--- src/rtl/dual_conv_seq.sv ---
module dual_conv_seq #(
  parameter int CONV_CYCLES = 16
) (
  input  logic clk,
  input  logic rst,
  input  logic start,
  input  logic pwr_down,
  output logic busy,
  output logic eoc_n,
  output logic latch,
  output logic chan
);
  localparam int CW = (CONV_CYCLES > 1) ? $clog2(CONV_CYCLES) : 1;
  localparam logic [CW-1:0] LAST = CW'(CONV_CYCLES - 1);

  logic [CW-1:0] cnt;
  logic          ch_done;

  assign ch_done = busy && (cnt == LAST);

  always_ff @(posedge clk) begin
    if (rst) begin
      busy  <= 1'b0;
      chan  <= 1'b0;
      cnt   <= '0;
      eoc_n <= 1'b1;
      latch <= 1'b0;
    end else begin
      eoc_n <= !ch_done;
      latch <= ch_done && chan;
      if (!busy) begin
        cnt  <= '0;
        chan <= 1'b0;
        if (start && !pwr_down) busy <= 1'b1;
      end else if (ch_done) begin
        cnt <= '0;
        if (chan) begin
          busy <= 1'b0;
          chan <= 1'b0;
        end else begin
          chan <= 1'b1;
        end
      end else begin
        cnt <= cnt + 1'b1;
      end
    end
  end
endmodule


--- config.mk ---
export PLATFORM = sky130hd
export DESIGN_NAME = dual_conv_seq
export DESIGN_NICKNAME = d
export VERILOG_FILES = /design/src/rtl/dual_conv_seq.sv
export SDC_FILE = /design/constraint.sdc
export NUM_CORES = 1
export LEC_CHECK = 0
export BUFFER_PORTS_ARGS = -buffer_cell sky130_fd_sc_hd__buf_2
export CAP_MARGIN = 20
export CELL_PAD_IN_SITES_DETAIL_PLACEMENT = 1
export CELL_PAD_IN_SITES_GLOBAL_PLACEMENT = 1
export CORE_AREA = 5 5 42 44
export DETAILED_ROUTE_END_ITERATION = 6
export DIE_AREA = 0 0 47 49
export PLACE_DENSITY = 0.54
export RECOVER_POWER = 50
export SKIP_LAST_GASP = 1
export SYNTH_ARGS = -nofsm -noshare
export SYNTH_HDL_FRONTEND = slang
export SYNTH_SLANG_ARGS = --single-unit
--- constraint.sdc ---
create_clock -name clk -period 3.1 [get_ports clk]
set_input_delay 0.62 -clock clk [delete_from_list [all_inputs] [get_ports clk]]
set_output_delay 0.62 -clock clk [all_outputs]
set_load 0.05 [all_outputs]
==> metrics.csv <==
stage;metric;value;unit
synth;library cells used by synthesis;15;
setup_path;worst path cell trace;buf_2;
outcome;status;finished clean;
timing;Slew Viols, Final;0;
cells_and_area;layout cells sized above 1;28.9;%
power;peak supply drop;0.000160;V
timing;slew margin rel.;83.4;%
route;DRC;0;
die;# IOs;8;
die;Die Wd;47;µm
cts;Root Driver;clkbuf_4;
timing;final hold slack;0.463;ns
cts;Resize count post-CTS;0;
placed_design;hpwl dp;503;µm
cells_and_area;synth-to-layout area growth;25.2;%
placed_design;DP Area;343;µm²
timing;# setup viols final;0;
cells_and_area;Diodes inserted;0;
cells_and_area;post-route cell area;360;µm²
cts;Clk Latency, worst-skew pair;0.25;ns
synth;number of warnings issued by yosys;0;
synth;Mean Syn Cell Area;10.3;µm²
cells_and_area;NumNets Final;45;
power;pwr/cell area;547;nW/µm²
grt;first-pass GRT wire length;1.06;mm
route;vias per cell;4.30;
cells_and_area;fill cell count;173;
grt;GRT overflow;0;
setup_path;CP Max Fanout;5;
cts;H-tree depth;1;
synth;Synth Register Bits;8;
grt;Total GRT Usage;7.26;%
timing;RSZ-0062 raised after global routing;no;
timing;worst clock skew;0.00230;ns
timing;crit path time final;1.54;ns
die;die height;49;µm
setup_path;CP max stage delay;0.38;ns
setup_path;CP endpoint kind;output pin;
grt;maximum number of pins on one net before global-route repair;6;
setup_path;CP top delay family;flip-flops;
setup_path;Worst Path Arrival;0.92;ns
die;Die ar.;2300;µm²
run;max-cap violation count;0;
route;First DRT Iteration DRCs;3;
timing;max frequency;648;MHz
placed_design;IO Port Bufs;7;
setup_path;Buf/Inv on CP;1;
route;average wire per standard cell;11.7;µm
setup_path;startpoint types;register;
cts;cts bufs inserted;3;
synth;Synth Net Count;33;
setup_path;internal reg-to-reg setup slack;1.95;ns
cts;clock sink count;8;
synth;Synth area leaders;dfxtp_1 56%, xnor2_1 6.1%, nor2_1 5.2%;
grt;initial antenna violation count;0;
cts;total setup buffers inserted after CTS;0;
die;Initial Util;20.5;%
route;Routed Antenna Nets;0;
min_path;min-delay worst type;register to register;
synth;Netlist Area Pre-Place;288;µm²
cts;cts hold-fix bufs;0;
synth;register area share after synthesis;55.7;%
cts;buffer depth of the longest clock path;2;
placed_design;routability congestion estimate;0.720;
timing;final period utilization;49.8;%
timing;worst slew pin tran;0.251;ns
cts;CTS tree;built;
die;row cnt;14;
cts;Clk pin slew, worst setup/hold paths;0.06;ns
setup_path;critical path's slowest cell;dfxtp_1;
timing;Setup TNS;0;ns
cells_and_area;commonest non-fill, non-tap cell in the layout;dfxtp_1;
synth;dominant cell type by area after synthesis;dfxtp_1;
route;wirelength, routed;632;µm
synth;post-synthesis cell count;28;
timing;final hold vios;0;
synth;post-synth top area share;55.7;%
grt;vias in the first global route;253;
setup_path;crit path kind;register to output pin;
setup_path;CP Data Required Time;2.48;ns
die;Core Region;1400;µm²
power;Leakage;0.000163;µW
route;Vias;232;
route;DRT Pass-1 Iters;3;
cells_and_area;commonest cells after routing, fill and taps aside;8 x dfxtp_1, 7 x buf_2, 4 x nor2_1, 3 x clkbuf_4;
==> synthesized netlist by cell type <==
library cell and n:
nor2_1 4, inv_1 1, dfxtp_1 8, xor2_1 1, ha_1 1, nand2b_1 1
a311oi_1 1, and3_2 1, nand3_1 2, nand2_1 2, a21oi_1 1, xnor2_1 2
and2b_1 1, and3_4 1, and3_1 1
==> cell families after synthesis <==
logic type | synth area share (%)
AO/OA/AOI/OAI | 4.78
XOR/XNOR | 9.13
adder cells (fa/ha/maj) | 4.35
buffers and inverters | 1.30
flip-flops | 55.7
AND/OR/NAND/NOR | 24.8
==> sequential cells by signal (all words and copies together), names as in the netlist <==
| register | cells |
|---|---|
| busy | 1 |
| chan | 1 |
| cnt | 4 |
| eoc_n | 1 |
| latch | 1 |
==> through the flow <==
stage	std cells	utilization (%)	setup WS, ns	total power, µW
floorplan	28	-	1.83	114
global placement	51	24.5	1.83	118
detailed placement	51	24.5	1.82	119
CTS	54	26.1	1.53	203
global route	54	25.7	1.48	208
finish	54	25.7	1.56	197
==> metal layers <==
metal,track usage [%],wire length (µm),vias up
met4,8.29,4,0
met5,0,0,-
met1,5.96,246,108
met2,11.1,325,7
met3,3.32,55,2
li1,-,-,115
==> cell type report <==
class / count / area, µm² / share of cell area (%)
flip-flops and latches: 8 / 160 / 44.4
multi-input cells: 19 / 119 / 33.0
repair buffers: 7 / 35.0 / 9.72
clock buffers: 3 / 22.5 / 6.25
well taps: 16 / 20.0 / 5.56
inverters: 1 / 3.75 / 1.04
==> power breakdown <==
group / switching, µW / internal, µW
combinational: 6.31 / 3.86
sequential: 1.62 / 104
clock: 36.3 / 44.4
==> path summary, 6_finish.rpt <==
kind           from      to  cells after the start
max reg2reg  cnt[0]    busy                      3
min          cnt[0]  cnt[0]                      1
max            busy    busy                      1
min reg2reg  cnt[0]  cnt[0]                      1
Note: power is estimated with default switching activity, not from simulation.
